## config.mk

```make
export PLATFORM = sky130hd
export DESIGN_NAME = freerun_timer
export DESIGN_NICKNAME = d
export VERILOG_FILES = /design/src/rtl/ftimer_pkg.sv /design/src/rtl/ft_counter.sv /design/src/rtl/ft_decode.sv /design/src/rtl/ft_shadow.sv /design/src/rtl/ft_edge_irq.sv /design/src/rtl/freerun_timer.sv
export SDC_FILE = /design/constraint.sdc
export NUM_CORES = 1
export LEC_CHECK = 0
export ABC_AREA = 1
export BUFFER_PORTS_ARGS = -buffer_cell sky130_fd_sc_hd__buf_2
export CAP_MARGIN = 20
export CORE_AREA = 4 4 54 56
export DETAILED_ROUTE_END_ITERATION = 7
export DIE_AREA = 0 0 58 60
export GPL_TIMING_DRIVEN = 1
export PLACE_DENSITY_LB_ADDON = 0.15
export SYNTH_ARGS = -nofsm -noshare
export SYNTH_HDL_FRONTEND = slang
export SYNTH_HIERARCHICAL = 1
export SYNTH_SLANG_ARGS = --single-unit
```

## constraint.sdc

```tcl
create_clock -name clk -period 1.5 [get_ports clk]
set_input_delay 0.225 -clock clk [delete_from_list [all_inputs] [get_ports clk]]
set_output_delay 0.225 -clock clk [all_outputs]
set_load 0.03 [all_outputs]
```

## src/rtl/ftimer_pkg.sv

```systemverilog
package ftimer_pkg;

  typedef enum logic [1:0] {
    SEL_NONE = 2'd0,
    SEL_LO   = 2'd1,
    SEL_HI   = 2'd2,
    SEL_BAD  = 2'd3
  } rd_sel_e;

  // A tap bit that was high and is now low marks a period boundary.
  function automatic logic tap_fell(input logic was, input logic now);
    return was & ~now;
  endfunction

endpackage

```

## src/rtl/ft_counter.sv

```systemverilog
module ft_counter #(
  parameter int unsigned CNT_W = 12
) (
  input  logic             clk,
  input  logic             rst_n,
  input  logic             tick_en,
  output logic [CNT_W-1:0] cnt
);

  function automatic logic [CNT_W-1:0] bump(input logic [CNT_W-1:0] c);
    return c + CNT_W'(1);
  endfunction

  always_ff @(posedge clk) begin
    if (!rst_n)       cnt <= '0;
    else if (tick_en) cnt <= bump(cnt);
  end

  p_step_r2: assert property (@(posedge clk) disable iff (!rst_n)
    tick_en |=> cnt == CNT_W'($past(cnt) + CNT_W'(1)));

  p_hold_r6: assert property (@(posedge clk) disable iff (!rst_n)
    !tick_en |=> $stable(cnt));

endmodule

```

## src/rtl/ft_decode.sv

```systemverilog
module ft_decode #(
  parameter int unsigned        ADDR_W  = 8,
  parameter logic [ADDR_W-1:0] LO_ADDR = 8'h24,
  parameter logic [ADDR_W-1:0] HI_ADDR = 8'h25
) (
  input  logic              rd_en,
  input  logic [ADDR_W-1:0] rd_addr,
  output ftimer_pkg::rd_sel_e sel
);
  import ftimer_pkg::*;

  always_comb begin
    if (!rd_en)                sel = SEL_NONE;
    else if (rd_addr == LO_ADDR) sel = SEL_LO;
    else if (rd_addr == HI_ADDR) sel = SEL_HI;
    else                       sel = SEL_BAD;
  end

endmodule

```

## src/rtl/ft_shadow.sv

```systemverilog
module ft_shadow #(
  parameter int unsigned HI_W = 4
) (
  input  logic            clk,
  input  logic            rst_n,
  input  logic            capture,
  input  logic [HI_W-1:0] hi_in,
  output logic [HI_W-1:0] shadow
);

  always_ff @(posedge clk) begin
    if (!rst_n)       shadow <= '0;
    else if (capture) shadow <= hi_in;
  end

  p_latch_r4: assert property (@(posedge clk) disable iff (!rst_n)
    capture |=> shadow == $past(hi_in));

  p_keep_r5: assert property (@(posedge clk) disable iff (!rst_n)
    !capture |=> $stable(shadow));

endmodule

```

## src/rtl/ft_edge_irq.sv

```systemverilog
module ft_edge_irq (
  input  logic clk,
  input  logic rst_n,
  input  logic tap_bit,
  output logic irq
);
  import ftimer_pkg::*;

  logic tap_q;

  always_ff @(posedge clk) begin
    if (!rst_n) tap_q <= 1'b0;
    else        tap_q <= tap_bit;
  end

  assign irq = tap_fell(tap_q, tap_bit);

  p_one_cycle_r7: assert property (@(posedge clk) disable iff (!rst_n)
    irq |=> !irq);

  p_tap_low_r8: assert property (@(posedge clk) disable iff (!rst_n)
    irq |-> !tap_bit && $past(tap_bit));

endmodule

```

## src/rtl/freerun_timer.sv

```systemverilog
module freerun_timer #(
  parameter int unsigned        CNT_W    = 12,
  parameter int unsigned        DATA_W   = 8,
  parameter int unsigned        ADDR_W   = 8,
  parameter logic [ADDR_W-1:0] LO_ADDR  = 8'h24,
  parameter logic [ADDR_W-1:0] HI_ADDR  = 8'h25,
  parameter int unsigned        FAST_TAP = 6,
  parameter int unsigned        SLOW_TAP = 9
) (
  input  logic              clk,
  input  logic              rst_n,
  input  logic              tick_en,
  input  logic              rd_en,
  input  logic [ADDR_W-1:0] rd_addr,
  output logic [DATA_W-1:0] rd_data,
  output logic              irq_fast,
  output logic              irq_slow
);
  import ftimer_pkg::*;

  localparam int unsigned HI_W   = CNT_W - DATA_W;
  localparam int unsigned N_TAPS = 2;

  logic [CNT_W-1:0]  cnt;
  logic [HI_W-1:0]   shadow;
  logic [N_TAPS-1:0] irq_vec;
  rd_sel_e           sel;
  logic              lo_read;
  logic              hi_read;

  ft_counter #(.CNT_W(CNT_W)) u_cnt (
    .clk(clk), .rst_n(rst_n), .tick_en(tick_en), .cnt(cnt)
  );

  ft_decode #(.ADDR_W(ADDR_W), .LO_ADDR(LO_ADDR), .HI_ADDR(HI_ADDR)) u_dec (
    .rd_en(rd_en), .rd_addr(rd_addr), .sel(sel)
  );

  assign lo_read = (sel == SEL_LO);
  assign hi_read = (sel == SEL_HI);

  ft_shadow #(.HI_W(HI_W)) u_shd (
    .clk(clk), .rst_n(rst_n), .capture(lo_read),
    .hi_in(cnt[CNT_W-1:DATA_W]), .shadow(shadow)
  );

  for (genvar g = 0; g < N_TAPS; g++) begin : g_tap
    localparam int unsigned TAP = (g == 0) ? FAST_TAP : SLOW_TAP;
    ft_edge_irq u_irq (
      .clk(clk), .rst_n(rst_n), .tap_bit(cnt[TAP]), .irq(irq_vec[g])
    );
  end

  assign irq_fast = irq_vec[0];
  assign irq_slow = irq_vec[1];

  always_ff @(posedge clk) begin
    if (!rst_n) begin
      rd_data <= '0;
    end else begin
      unique case (sel)
        SEL_LO:   rd_data <= cnt[DATA_W-1:0];
        SEL_HI:   rd_data <= {{(DATA_W-HI_W){1'b0}}, shadow};
        SEL_BAD:  rd_data <= '0;
        default:  rd_data <= rd_data;
      endcase
    end
  end

  p_hi_pad_r5: assert property (@(posedge clk) disable iff (!rst_n)
    hi_read |=> rd_data[DATA_W-1:HI_W] == '0);

  p_lo_value_r3: assert property (@(posedge clk) disable iff (!rst_n)
    lo_read |=> rd_data == $past(cnt[DATA_W-1:0]));

  p_bad_zero_r9: assert property (@(posedge clk) disable iff (!rst_n)
    (sel == SEL_BAD) |=> rd_data == '0);

  p_idle_hold_r9: assert property (@(posedge clk) disable iff (!rst_n)
    !rd_en |=> $stable(rd_data));

  p_reset_quiet_r1: assert property (@(posedge clk)
    !rst_n |=> rd_data == '0 && !irq_fast && !irq_slow);

endmodule

```

==> flow_results.xml, run 1 <==
<?xml version="1.0" encoding="UTF-8"?>
<metrics>
  <group name="outcome">
    <metric name="status" unit="">finished, final reports clean</metric>
  </group>
  <group name="finish">
    <metric name="area.growth.synth_to_final" unit="%">17.2</metric>
    <metric name="layout-drive-gt1-share" unit="%">18.9</metric>
    <metric name="n_antenna_cell" unit="">0</metric>
    <metric name="nets" unit="">220</metric>
    <metric name="layout.filler_cells" unit="">229</metric>
  </group>
  <group name="synth">
    <metric name="post-synth-top-count-cell" unit="">sky130_fd_sc_hd__nand2_1</metric>
    <metric name="leading_post_synthesis_cells_by_cell_area" unit="">sky130_fd_sc_hd__dfxtp_1 (42%), sky130_fd_sc_hd__nand2_1 (14%), sky130_fd_sc_hd__inv_1 (8.1%)</metric>
    <metric name="synthesis.yosys.warnings" unit="">6</metric>
    <metric name="count_of_mapped_cells_out_of_synthesis" unit="">180</metric>
    <metric name="synth_flop_cell" unit="">sky130_fd_sc_hd__dfxtp_1</metric>
    <metric name="ys_seq_area_share" unit="%">41.7</metric>
    <metric name="synth_async_sr_flop_share" unit="%">0</metric>
    <metric name="ys_top_cells_by_count" unit="">sky130_fd_sc_hd__nand2_1 (45), sky130_fd_sc_hd__inv_1 (27), sky130_fd_sc_hd__nor2_1 (27)</metric>
    <metric name="netlist.top_cell.by_area" unit="">sky130_fd_sc_hd__dfxtp_1</metric>
    <metric name="synth-seq-cells" unit="">26</metric>
    <metric name="yosys.area.top_type_share" unit="%">41.7</metric>
    <metric name="syn_area_per_cell" unit="sq um">6.93</metric>
    <metric name="cell_area_synth" unit="sq um">1250</metric>
    <metric name="postSynthNetCount" unit="">193</metric>
    <metric name="yosysUniqueCellTypes" unit="">24</metric>
    <metric name="number_of_enable_type_register_cells_in_the_synthesized_netlist" unit="">0</metric>
  </group>
  <group name="critical_path">
    <metric name="reg2regPathDepth" unit="">7</metric>
    <metric name="critPathMaxFanout" unit="">7</metric>
    <metric name="critical_path.cell_chain" unit="">ha_1 -&gt; nand2_1 -&gt; nor2_8 -&gt; nand3b_1 -&gt; nand2_1 -&gt; nand2_1 -&gt; nor2_1</metric>
    <metric name="cp_slowest_cell" unit="">sky130_fd_sc_hd__dfxtp_1</metric>
    <metric name="critical_path_buf_inv_count" unit="">0</metric>
    <metric name="worst-endpoint-required" unit="ns">1.78</metric>
    <metric name="path_delay_family" unit="">simple AND/OR/NAND/NOR gates</metric>
    <metric name="max_stage_delay" unit="ns">0.41</metric>
    <metric name="setup.worst_path.end_class" unit="">flop</metric>
    <metric name="crit_top_cell" unit="">sky130_fd_sc_hd__nand2_1</metric>
    <metric name="criticalPathCategory" unit="">flop to flop</metric>
    <metric name="timing.critical_path.arrival" unit="ns">1.59</metric>
    <metric name="setup.worst_path.start_class" unit="">flop</metric>
    <metric name="path_depth" unit="">7</metric>
  </group>
  <group name="floorplan">
    <metric name="top_ports" unit="">22</metric>
    <metric name="dieArea" unit="sq um">3480</metric>
    <metric name="placeableCoreArea" unit="sq um">2430</metric>
    <metric name="dieHeight" unit="um">60</metric>
    <metric name="initial_core_util" unit="%">51.3</metric>
    <metric name="floorplan.rows" unit="">18</metric>
    <metric name="dieWidth" unit="um">58</metric>
  </group>
  <group name="cts">
    <metric name="clock_insertion_delay_worst_skew" unit="ns">0.32</metric>
    <metric name="clock-root-buffer" unit="">sky130_fd_sc_hd__clkbuf_4</metric>
    <metric name="postCtsSetupBuffers" unit="">0</metric>
    <metric name="htree_levels" unit="">1</metric>
    <metric name="cts_hold_repair.buffers" unit="">0</metric>
    <metric name="cts-resized-gates" unit="">0</metric>
    <metric name="tritoncts" unit="">done</metric>
    <metric name="cts_buffers" unit="">3</metric>
    <metric name="clock_tree.buffer_depth" unit="">2</metric>
    <metric name="cts.clk_slew.worst_paths" unit="ns">0.15</metric>
    <metric name="cts_num_sinks" unit="">26</metric>
  </group>
  <group name="detailed_routing">
    <metric name="routedWlPerCell" unit="um">10.2</metric>
    <metric name="detail_route.drc_violations" unit="">0</metric>
    <metric name="first_drt_pass_iteration_count" unit="">4</metric>
    <metric name="detail_route.iter0.violations" unit="">22</metric>
    <metric name="ant_nets" unit="">0</metric>
    <metric name="vias" unit="">1119</metric>
    <metric name="detail_route.wirelength" unit="mm">2.40</metric>
    <metric name="drt-vias-per-instance" unit="">4.74</metric>
  </group>
  <group name="timing">
    <metric name="timing.max_slew.rel_slack" unit="%">71.7</metric>
    <metric name="max_transition_viols_final" unit="">0</metric>
    <metric name="report.final.hold_viol_count" unit="">0</metric>
    <metric name="setup_total_negative_slack" unit="ns">0</metric>
    <metric name="grt_setup_unrepaired" unit="">no</metric>
    <metric name="timing.final.crit_period" unit="ns">1.31</metric>
    <metric name="setup_viol" unit="">0</metric>
    <metric name="timing.clock.skew" unit="ns">0.00767</metric>
    <metric name="max_freq" unit="MHz">763</metric>
    <metric name="holdWs" unit="ns">0.191</metric>
    <metric name="final.period_utilization" unit="%">87.3</metric>
    <metric name="worst_slew_pin_slew" unit="ns">0.424</metric>
  </group>
  <group name="global_routing">
    <metric name="first_global_vias" unit="">1006</metric>
    <metric name="maximum_number_of_pins_on_one_net_before_global_route_repair" unit="">22</metric>
    <metric name="number_of_antenna_violations_at_the_first_check_in_global_routing" unit="">0</metric>
    <metric name="grt.total_usage" unit="%">15.2</metric>
    <metric name="overflow" unit="">0</metric>
    <metric name="grt_pass1_wl" unit="mm">4.07</metric>
  </group>
  <group name="power_and_ir_drop">
    <metric name="peak_supply_drop" unit="mV">0.458</metric>
    <metric name="powerDensity" unit="nW/um^2">898</metric>
    <metric name="power.leakage" unit="nW">0.748</metric>
  </group>
  <group name="place">
    <metric name="dp_hpwl" unit="mm">1.84</metric>
    <metric name="globalplace.congestion" unit="">0.786</metric>
    <metric name="io_buffer_count" unit="">21</metric>
  </group>
  <group name="min_path">
    <metric name="hold_depth" unit="">2</metric>
    <metric name="holdCritPathClass" unit="">input port to flop</metric>
  </group>
  <group name="flow_run">
    <metric name="drv.max_cap_violation_count" unit="">0</metric>
  </group>
</metrics>
layout by cell type (no fill, tap or decap), types with 3 or more instances in the layout:
master and n:
sky130_fd_sc_hd__nand2_1 45, sky130_fd_sc_hd__inv_1 27, sky130_fd_sc_hd__nor2_1 27, sky130_fd_sc_hd__dfxtp_1 26
sky130_fd_sc_hd__buf_2 21, sky130_fd_sc_hd__nand3_1 18, sky130_fd_sc_hd__a21oi_1 13, sky130_fd_sc_hd__clkbuf_4 3
sky130_fd_sc_hd__buf_4 3
cell type report:
class / instances / area [sq um] / share of cell area, %
Clock inverter: 1 / 30.0 / 2.05
Timing Repair Buffer: 25 / 148 / 10.1
Multi-Input combinational cell: 121 / 591 / 40.4
Clock buffer: 3 / 22.5 / 1.54
Inverter: 30 / 113 / 7.71
Tap cell: 30 / 37.5 / 2.57
Sequential cell: 26 / 520 / 35.6
where the power goes:
group | switching (mW) | internal, mW | total, mW
clock network | 0.213 | 0.270 | 0.484
logic | 0.0668 | 0.0469 | 0.114
registers | 0.00965 | 0.706 | 0.715
cells by family (layout without fill, tap and decap cells):
family / after synthesis / in the layout / synth area share, %
AOI/OAI and AO/OA: 17 / 17 / 7.22
adders and majority gates: 1 / 1 / 1.00
buffers and inverters: 33 / 59 / 10.9
DFF: 26 / 26 / 41.7
and+or+nand+nor: 103 / 103 / 39.1
registers in the layout (all words and copies together) (netlist names):
name,flops
u_cnt/cnt,12
g_tap.u_irq/tap_q,2
u_shd/shadow,4
rd_data,8
per-layer routing:
| layer | routed length, um | GRT usage (%) | share of wire [%] | vias up |
|---|---|---|---|---|
| li1 | - | - | - | 610 |
| met4 | 43 | 7.95 | 1.8 | 0 |
| met5 | 0 | 0 | 0 | - |
| met3 | 96 | 2.59 | 4.0 | 4 |
| met2 | 1120 | 27.1 | 47 | 21 |
| met1 | 1140 | 17.4 | 47 | 484 |
final timing paths:
path | from | endpoint | slack [ns]
setup / recovery | u_cnt/cnt[1] | u_cnt/cnt[10] | 0.19
hold / removal | tick_en | u_cnt/cnt[1] | 0.19
setup reg to reg | u_cnt/cnt[1] | u_cnt/cnt[10] | 0.19
hold reg to reg | rd_data[7] | rd_data[7] | 0.48
stage by stage:
stage          total power, mW  utilization [%]  cells  instance area, sq um  setup slack (ns)
5_1_grt                   1.37             60.1    236                  1460            0.0658
6_report                  1.31             60.1    236                  1460             0.190
3_5_place_dp             0.844             57.9    232                  1410            0.0558
2_1_floorplan            0.802                -    180                  1250             0.193
4_1_cts                   1.32             60.1    236                  1460             0.200
3_3_place_gp             0.840             57.9    232                  1410             0.103
worst register-to-register path: stages (launching register included):
cell                       delay, ns
sky130_fd_sc_hd__dfxtp_1        0.41
sky130_fd_sc_hd__ha_1           0.20
sky130_fd_sc_hd__nand2_1        0.15
sky130_fd_sc_hd__nor2_8         0.16
sky130_fd_sc_hd__nand3b_1       0.13
sky130_fd_sc_hd__nand2_1        0.09
sky130_fd_sc_hd__nand2_1        0.05
sky130_fd_sc_hd__nor2_1         0.09
(Power assumes the default switching activity.)
==> run 2, diff against run 1 <==
--- a/config.mk
+++ b/config.mk
@@ -9,10 +9,13 @@
 export BUFFER_PORTS_ARGS = -buffer_cell sky130_fd_sc_hd__buf_2
 export CAP_MARGIN = 20
 export CORE_AREA = 4 4 54 56
+export CTS_CLUSTER_DIAMETER = 60
 export DETAILED_ROUTE_END_ITERATION = 7
 export DIE_AREA = 0 0 58 60
 export GPL_TIMING_DRIVEN = 1
 export PLACE_DENSITY_LB_ADDON = 0.15
+export RECOVER_POWER = 50
+export SETUP_SLACK_MARGIN = 0.3
 export SYNTH_ARGS = -nofsm -noshare
 export SYNTH_HDL_FRONTEND = slang
 export SYNTH_HIERARCHICAL = 1
==> flow_results.xml, run 2 (synthesis results as in run 1) <==
<?xml version="1.0" encoding="UTF-8"?>
<metrics>
  <group name="outcome">
    <metric name="status" unit="">finished, final reports clean</metric>
  </group>
  <group name="floorplan">
    <metric name="placeableCoreArea" unit="sq um">2430</metric>
    <metric name="top_ports" unit="">22</metric>
    <metric name="dieHeight" unit="um">60</metric>
    <metric name="initial_core_util" unit="%">51.3</metric>
    <metric name="dieArea" unit="sq um">3480</metric>
    <metric name="dieWidth" unit="um">58</metric>
    <metric name="floorplan.rows" unit="">18</metric>
  </group>
  <group name="global_routing">
    <metric name="global_route.usage.met3" unit="%">3.24</metric>
    <metric name="met2_usage" unit="%">26.5</metric>
    <metric name="grt.total_usage" unit="%">15.6</metric>
    <metric name="grt_pass1_wl" unit="mm">4.19</metric>
    <metric name="number_of_antenna_violations_at_the_first_check_in_global_routing" unit="">0</metric>
    <metric name="maximum_number_of_pins_on_one_net_before_global_route_repair" unit="">22</metric>
    <metric name="first_global_vias" unit="">1015</metric>
    <metric name="top_usage_layer" unit="">met2</metric>
    <metric name="grt.met1_usage" unit="%">18.5</metric>
    <metric name="overflow" unit="">0</metric>
  </group>
  <group name="critical_path">
    <metric name="timing.critical_path.arrival" unit="ns">1.48</metric>
    <metric name="critical_path.cell_chain" unit="">buf_4 -&gt; nand3_2 -&gt; nor2_8 -&gt; nand3_1 -&gt; nand2_1 -&gt; inv_1 -&gt; nor2_1</metric>
    <metric name="critical_path_buf_inv_count" unit="">2</metric>
    <metric name="worst-endpoint-required" unit="ns">1.77</metric>
    <metric name="path_delay_family" unit="">simple AND/OR/NAND/NOR gates</metric>
    <metric name="criticalPathCategory" unit="">flop to flop</metric>
    <metric name="cp_slowest_cell" unit="">sky130_fd_sc_hd__dfxtp_1</metric>
    <metric name="max_stage_delay" unit="ns">0.44</metric>
    <metric name="setup.worst_path.end_class" unit="">flop</metric>
    <metric name="setup.worst_path.start_class" unit="">flop</metric>
    <metric name="critPathMaxFanout" unit="">9</metric>
  </group>
  <group name="finish">
    <metric name="mostFrequentLayoutCells" unit="">sky130_fd_sc_hd__nand2_1 (44), sky130_fd_sc_hd__inv_1 (26), sky130_fd_sc_hd__nor2_1 (25)</metric>
    <metric name="mostFrequentLayoutCell" unit="">sky130_fd_sc_hd__nand2_1</metric>
    <metric name="nets" unit="">224</metric>
    <metric name="largest_register_ffs" unit="">12</metric>
    <metric name="layout-drive-gt1-share" unit="%">23.8</metric>
    <metric name="n_antenna_cell" unit="">0</metric>
    <metric name="reg.largest.list" unit="">u_cnt/cnt: 12 flops, rd_data: 8 flops, u_shd/shadow: 4 flops</metric>
    <metric name="area.growth.synth_to_final" unit="%">22.4</metric>
    <metric name="registers.top_by_ff_count" unit="">u_cnt/cnt</metric>
    <metric name="design_area" unit="sq um">1530</metric>
  </group>
  <group name="cts">
    <metric name="cts_num_sinks" unit="">26</metric>
    <metric name="cts.clk_slew.worst_paths" unit="ns">0.14</metric>
    <metric name="cts_buffers" unit="">3</metric>
    <metric name="clock-root-buffer" unit="">sky130_fd_sc_hd__clkbuf_4</metric>
    <metric name="clock_tree.buffer_depth" unit="">2</metric>
    <metric name="htree_levels" unit="">1</metric>
    <metric name="clock_insertion_delay_worst_skew" unit="ns">0.32</metric>
    <metric name="tritoncts" unit="">done</metric>
  </group>
  <group name="power_and_ir_drop">
    <metric name="powerDensity" unit="nW/um^2">862</metric>
    <metric name="peak_supply_drop" unit="mV">0.603</metric>
    <metric name="power.leakage" unit="nW">0.773</metric>
  </group>
  <group name="timing">
    <metric name="max_transition_viols_final" unit="">0</metric>
    <metric name="grt_setup_unrepaired" unit="">yes</metric>
    <metric name="max_freq" unit="MHz">827</metric>
    <metric name="holdWs" unit="ns">0.182</metric>
    <metric name="setup_viol" unit="">0</metric>
    <metric name="timing.final.crit_period" unit="ns">1.21</metric>
    <metric name="final.period_utilization" unit="%">80.6</metric>
    <metric name="timing.max_slew.rel_slack" unit="%">72.4</metric>
    <metric name="timing.clock.skew" unit="ns">0.00129</metric>
    <metric name="report.final.hold_viol_count" unit="">0</metric>
    <metric name="worst_slew_pin_slew" unit="ns">0.413</metric>
    <metric name="setup_total_negative_slack" unit="ns">0</metric>
  </group>
  <group name="detailed_routing">
    <metric name="drt-vias-per-instance" unit="">4.65</metric>
    <metric name="detail_route.iter0.violations" unit="">55</metric>
    <metric name="detail_route.drc_violations" unit="">0</metric>
    <metric name="vias" unit="">1115</metric>
    <metric name="ant_nets" unit="">0</metric>
    <metric name="first_drt_pass_iteration_count" unit="">4</metric>
    <metric name="routedWlPerCell" unit="um">10.7</metric>
    <metric name="detail_route.wirelength" unit="mm">2.56</metric>
  </group>
  <group name="min_path">
    <metric name="holdCritPathClass" unit="">input port to flop</metric>
  </group>
  <group name="place">
    <metric name="dp_hpwl" unit="mm">1.82</metric>
    <metric name="io_buffer_count" unit="">21</metric>
    <metric name="globalplace.congestion" unit="">0.783</metric>
    <metric name="postPlaceCellArea" unit="sq um">1390</metric>
  </group>
  <group name="flow_run">
    <metric name="drv.max_cap_violation_count" unit="">0</metric>
  </group>
</metrics>
-- run 2: cell types whose count changed in the layout (fill, tap and decap cells not counted), moves of 2 or more --
cell	delta
sky130_fd_sc_hd__dfxtp_2	+4
sky130_fd_sc_hd__buf_2	-3
sky130_fd_sc_hd__buf_4	+4
sky130_fd_sc_hd__clkbuf_1	+2
sky130_fd_sc_hd__buf_6	+2
sky130_fd_sc_hd__nor2_1	-2
sky130_fd_sc_hd__nor2_4	+2
sky130_fd_sc_hd__dfxtp_1	-4
-- run 2: path summary, 6_finish.rpt --
kind              cells past startpoint           end         start  slack, ns
setup reg to reg                      7  u_cnt/cnt[9]  u_cnt/cnt[1]       0.29
hold / removal                        2  u_cnt/cnt[2]       tick_en       0.18
hold reg to reg                       2    rd_data[5]    rd_data[5]       0.48
setup / recovery                      7  u_cnt/cnt[9]  u_cnt/cnt[1]       0.29
-- run 2: cell type report --
cell class	instances	area, sq um
Multi-Input combinational cell	121	626
Inverter	30	113
Fill cell	233	906
Timing Repair Buffer	29	173
Sequential cell	26	526
Clock inverter	1	30.0
Clock buffer	3	22.5
Tap cell	30	37.5
-- run 2: metrics by stage --
stage | total power [mW] | setup slack (ns) | util (%) | cells
global placement | 0.834 | 0.103 | 57.2 | 231
detailed placement | 0.840 | 0.0599 | 57.2 | 231
floorplan | 0.802 | 0.286 | - | 180
finish | 1.32 | 0.291 | 62.8 | 240
CTS | 1.32 | 0.289 | 59.7 | 235
global route | 1.38 | 0.166 | 62.8 | 240
-- run 2: per-layer routing --
metal  up-vias  wire, um
li1        616         -
met1       477      1150
met2        20      1290
met3         2        98
met4         0        14
met5         -         0
-- run 2: power breakdown --
part / internal (mW) / switching (mW)
sequential: 0.705 / 0.0116
clock: 0.270 / 0.211
combinational: 0.0469 / 0.0709
-- run 2: what timing repair did --
item                       4_1_cts  5_1_grt
hold buffers                     0        0
pin swaps                        0        4
setup endpoints to repair        4       11
setup buffers                    0        5
resized for setup                5       20
-- run 2: worst register-to-register path, stage by stage (launching register included) --
cell	delay, ns
sky130_fd_sc_hd__dfxtp_1	0.44
sky130_fd_sc_hd__buf_4	0.14
sky130_fd_sc_hd__nand3_2	0.13
sky130_fd_sc_hd__nor2_8	0.18
sky130_fd_sc_hd__nand3_1	0.09
sky130_fd_sc_hd__nand2_1	0.07
sky130_fd_sc_hd__inv_1	0.04
sky130_fd_sc_hd__nor2_1	0.08
==> run 3, diff against run 2 <==
--- a/config.mk
+++ b/config.mk
@@ -8,10 +8,10 @@
 export ABC_AREA = 1
 export BUFFER_PORTS_ARGS = -buffer_cell sky130_fd_sc_hd__buf_2
 export CAP_MARGIN = 20
-export CORE_AREA = 4 4 54 56
+export CORE_AREA = 4 4 56 58
 export CTS_CLUSTER_DIAMETER = 60
 export DETAILED_ROUTE_END_ITERATION = 7
-export DIE_AREA = 0 0 58 60
+export DIE_AREA = 0 0 60 62
 export GPL_TIMING_DRIVEN = 1
 export PLACE_DENSITY_LB_ADDON = 0.15
 export RECOVER_POWER = 50
==> constraint.sdc (replaced) <==
create_clock -name clk -period 1.1 [get_ports clk]
set_input_delay 0.165 -clock clk [delete_from_list [all_inputs] [get_ports clk]]
set_output_delay 0.165 -clock clk [all_outputs]
set_load 0.03 [all_outputs]
==> flow_results.xml, run 3 (synthesis results as in run 1) <==
<?xml version="1.0" encoding="UTF-8"?>
<metrics>
  <group name="power_and_ir_drop">
    <metric name="peak_supply_drop" unit="mV">0.804</metric>
    <metric name="power.switching" unit="mW">0.455</metric>
    <metric name="pwr-share-clk" unit="%">31.3</metric>
    <metric name="sw_frac_of_total" unit="%">25.1</metric>
    <metric name="p_comb_share" unit="%">14.9</metric>
    <metric name="seq_power_share" unit="%">53.8</metric>
    <metric name="power.leakage" unit="nW">1.02</metric>
    <metric name="p_int" unit="mW">1.36</metric>
    <metric name="powerDensity" unit="nW/um^2">896</metric>
  </group>
  <group name="outcome">
    <metric name="failed_checks" unit="">negative setup slack</metric>
    <metric name="status" unit="">finished with violations</metric>
  </group>
  <group name="critical_path">
    <metric name="timing.critical_path.arrival" unit="ns">1.40</metric>
    <metric name="critical_path.cell_chain" unit="">ha_4 -&gt; nand2_4 -&gt; nor2_8 -&gt; nand3b_1 -&gt; nand2_1 -&gt; nand2_1 -&gt; nor2_1</metric>
    <metric name="criticalPathCategory" unit="">flop to flop</metric>
    <metric name="reg2regPathDepth" unit="">7</metric>
    <metric name="worst-endpoint-required" unit="ns">1.37</metric>
    <metric name="setup.worst_path.start_class" unit="">flop</metric>
    <metric name="setup.reg_to_reg.worst_slack" unit="ns">-0.03</metric>
    <metric name="critPathMaxFanout" unit="">7</metric>
    <metric name="crit_top_cell" unit="">sky130_fd_sc_hd__nand2_1</metric>
    <metric name="crit-reg2reg-capture" unit="">u_cnt/cnt[10]</metric>
    <metric name="critical_path_buf_inv_count" unit="">0</metric>
    <metric name="worst_r2r_startpoint" unit="">u_cnt/cnt[0]</metric>
    <metric name="max_stage_delay" unit="ns">0.40</metric>
    <metric name="setup.worst_path.end_class" unit="">flop</metric>
    <metric name="cp_slowest_cell" unit="">sky130_fd_sc_hd__dfxtp_4</metric>
    <metric name="path_delay_family" unit="">simple AND/OR/NAND/NOR gates</metric>
  </group>
  <group name="global_routing">
    <metric name="grt.total_usage" unit="%">16.9</metric>
    <metric name="overflow" unit="">0</metric>
    <metric name="first_global_vias" unit="">1111</metric>
    <metric name="grt_pass1_wl" unit="mm">4.74</metric>
    <metric name="maximum_number_of_pins_on_one_net_before_global_route_repair" unit="">16</metric>
    <metric name="number_of_antenna_violations_at_the_first_check_in_global_routing" unit="">0</metric>
  </group>
  <group name="finish">
    <metric name="nets" unit="">238</metric>
    <metric name="stdcell_count" unit="">255</metric>
    <metric name="n_antenna_cell" unit="">0</metric>
    <metric name="register_area" unit="sq um">557</metric>
    <metric name="layout.filler_cells" unit="">189</metric>
    <metric name="reg.largest.list" unit="">u_cnt/cnt: 12 flops, rd_data: 8 flops, u_shd/shadow: 4 flops</metric>
    <metric name="layout-drive-gt1-share" unit="%">57.6</metric>
    <metric name="mostFrequentLayoutCells" unit="">sky130_fd_sc_hd__nand2_1 (28), sky130_fd_sc_hd__inv_1 (21), sky130_fd_sc_hd__buf_6 (19)</metric>
    <metric name="registers.top_by_ff_count" unit="">u_cnt/cnt</metric>
    <metric name="area_of_combinational_cells_with_multiple_inputs" unit="sq um">875</metric>
    <metric name="area.growth.synth_to_final" unit="%">62.1</metric>
    <metric name="largest_register_ffs" unit="">12</metric>
    <metric name="mostFrequentLayoutCell" unit="">sky130_fd_sc_hd__nand2_1</metric>
  </group>
  <group name="detailed_routing">
    <metric name="drt-vias-per-instance" unit="">4.81</metric>
    <metric name="routedWlPerCell" unit="um">12.5</metric>
    <metric name="first_drt_pass_iteration_count" unit="">4</metric>
    <metric name="detail_route.iter0.violations" unit="">29</metric>
    <metric name="detail_route.drc_violations" unit="">0</metric>
    <metric name="ant_nets" unit="">0</metric>
    <metric name="vias" unit="">1226</metric>
    <metric name="detail_route.wirelength" unit="mm">3.18</metric>
  </group>
  <group name="flow_run">
    <metric name="drv.max_cap_violation_count" unit="">0</metric>
  </group>
  <group name="cts">
    <metric name="cts_num_sinks" unit="">26</metric>
    <metric name="clock-root-buffer" unit="">sky130_fd_sc_hd__clkbuf_4</metric>
    <metric name="clock_tree.buffer_depth" unit="">2</metric>
    <metric name="htree_levels" unit="">1</metric>
    <metric name="tritoncts" unit="">done</metric>
    <metric name="cts_hold_repair.buffers" unit="">0</metric>
    <metric name="cts.clk_slew.worst_paths" unit="ns">0.14</metric>
    <metric name="cts_buffers" unit="">3</metric>
    <metric name="clock_insertion_delay_worst_skew" unit="ns">0.32</metric>
  </group>
  <group name="timing">
    <metric name="timing.max_slew.rel_slack" unit="%">81.6</metric>
    <metric name="max_transition_viols_final" unit="">0</metric>
    <metric name="timing.clock.skew" unit="ns">0.00237</metric>
    <metric name="report.final.hold_viol_count" unit="">0</metric>
    <metric name="worst_slew_pin_slew" unit="ns">0.275</metric>
    <metric name="setup_viol" unit="">4</metric>
    <metric name="final.period_utilization" unit="%">103</metric>
    <metric name="final_critical_path_setup_slack" unit="ns">-0.0309</metric>
    <metric name="grt_setup_unrepaired" unit="">yes</metric>
    <metric name="timing.final.crit_period" unit="ns">1.13</metric>
    <metric name="holdWs" unit="ns">0.154</metric>
    <metric name="max_freq" unit="MHz">884</metric>
  </group>
  <group name="floorplan">
    <metric name="initial_core_util" unit="%">46.9</metric>
    <metric name="top_ports" unit="">22</metric>
    <metric name="floorplan.rows" unit="">19</metric>
    <metric name="placeableCoreArea" unit="sq um">2660</metric>
    <metric name="dieArea" unit="sq um">3720</metric>
    <metric name="dieWidth" unit="um">60</metric>
    <metric name="dieHeight" unit="um">62</metric>
  </group>
  <group name="place">
    <metric name="io_buffer_count" unit="">21</metric>
    <metric name="dp.cells" unit="">238</metric>
    <metric name="globalplace.congestion" unit="">0.829</metric>
    <metric name="dp_hpwl" unit="mm">1.95</metric>
    <metric name="pre_cts_slack" unit="ns">-0.165</metric>
  </group>
  <group name="min_path">
    <metric name="timing.hold.worst_endpoint" unit="">u_cnt/cnt[1]</metric>
    <metric name="holdCritPathClass" unit="">input port to flop</metric>
    <metric name="origin_of_the_worst_min_delay_path" unit="">tick_en</metric>
    <metric name="hold_depth" unit="">2</metric>
  </group>
</metrics>
## run 3: cell types whose count changed in the layout (fill, tap and decap cells not counted), sizes merged
cell | previous run | this run
bufinv | 1 | 0
nor2 | 33 | 35
clkbuf | 5 | 4
inv | 28 | 29
buf | 27 | 41
clkinv | 2 | 1
## run 3: final cells by class
class,instances,area share (%)
multi-input combinational,123,43.3
sequential,26,27.5
timing repair buffer,41,18.8
inverter,30,6.19
clock buffer,4,2.35
tap,31,1.92
## run 3: power by group through the flow
stage | Clock [mW] | Combinational [mW] | Sequential (mW)
4_1_cts | 0.578 | 0.217 | 0.977
6_report | 0.568 | 0.270 | 0.974
2_1_floorplan | 0 | 0.100 | 1.00
5_1_grt | 0.627 | 0.291 | 0.977
3_3_place_gp | 0 | 0.173 | 0.995
3_5_place_dp | 0 | 0.177 | 0.995
## run 3: worst reg2reg max path: stages (launching register included)
cell                       delay (ns)
sky130_fd_sc_hd__dfxtp_4         0.40
sky130_fd_sc_hd__ha_4            0.15
sky130_fd_sc_hd__nand2_4         0.07
sky130_fd_sc_hd__nor2_8          0.14
sky130_fd_sc_hd__nand3b_1        0.12
sky130_fd_sc_hd__nand2_1         0.07
sky130_fd_sc_hd__nand2_1         0.05
sky130_fd_sc_hd__nor2_1          0.08
## run 3: how the worst max path moves through the flow
stage,start,endpoint,depth (start not counted)
global route,u_cnt/cnt[0],u_cnt/cnt[10],7
CTS,u_cnt/cnt[0],u_cnt/cnt[10],7
detailed placement,rd_addr[5],rd_data[4],10
floorplan,rd_addr[7],rd_data[0],9
finish,u_cnt/cnt[0],u_cnt/cnt[10],7
global placement,rd_addr[5],u_shd/shadow[0],11
## run 3: layer usage
metal | routed length (um) | up-vias | track usage [%]
met5 | 0 | - | 0
met4 | 33 | 0 | 5.38
met3 | 75 | 4 | 2.69
met2 | 1710 | 21 | 30.7
met1 | 1360 | 553 | 20.5
li1 | - | 648 | -
## run 3: through the flow
stage	power, mW	instance area [sq um]	util [%]	setup TNS (ns)
after global placement	1.17	1530	57.3	-1.57
after detailed placement	1.17	1530	57.3	-1.54
after CTS	1.77	1810	68.1	-0.0412
after global routing	1.90	2020	75.9	-0.462
final	1.81	2020	75.9	-0.0924
after floorplan	1.10	1340	-	-0.0203
## run 3: repair_timing
item | 4_1_cts | 5_1_grt
setup endpoints to repair | 33 | 34
pin swaps | 27 | 28
buffers inserted | 7 | 4
gates resized for setup | 56 | 52
cloned | 2 | 0
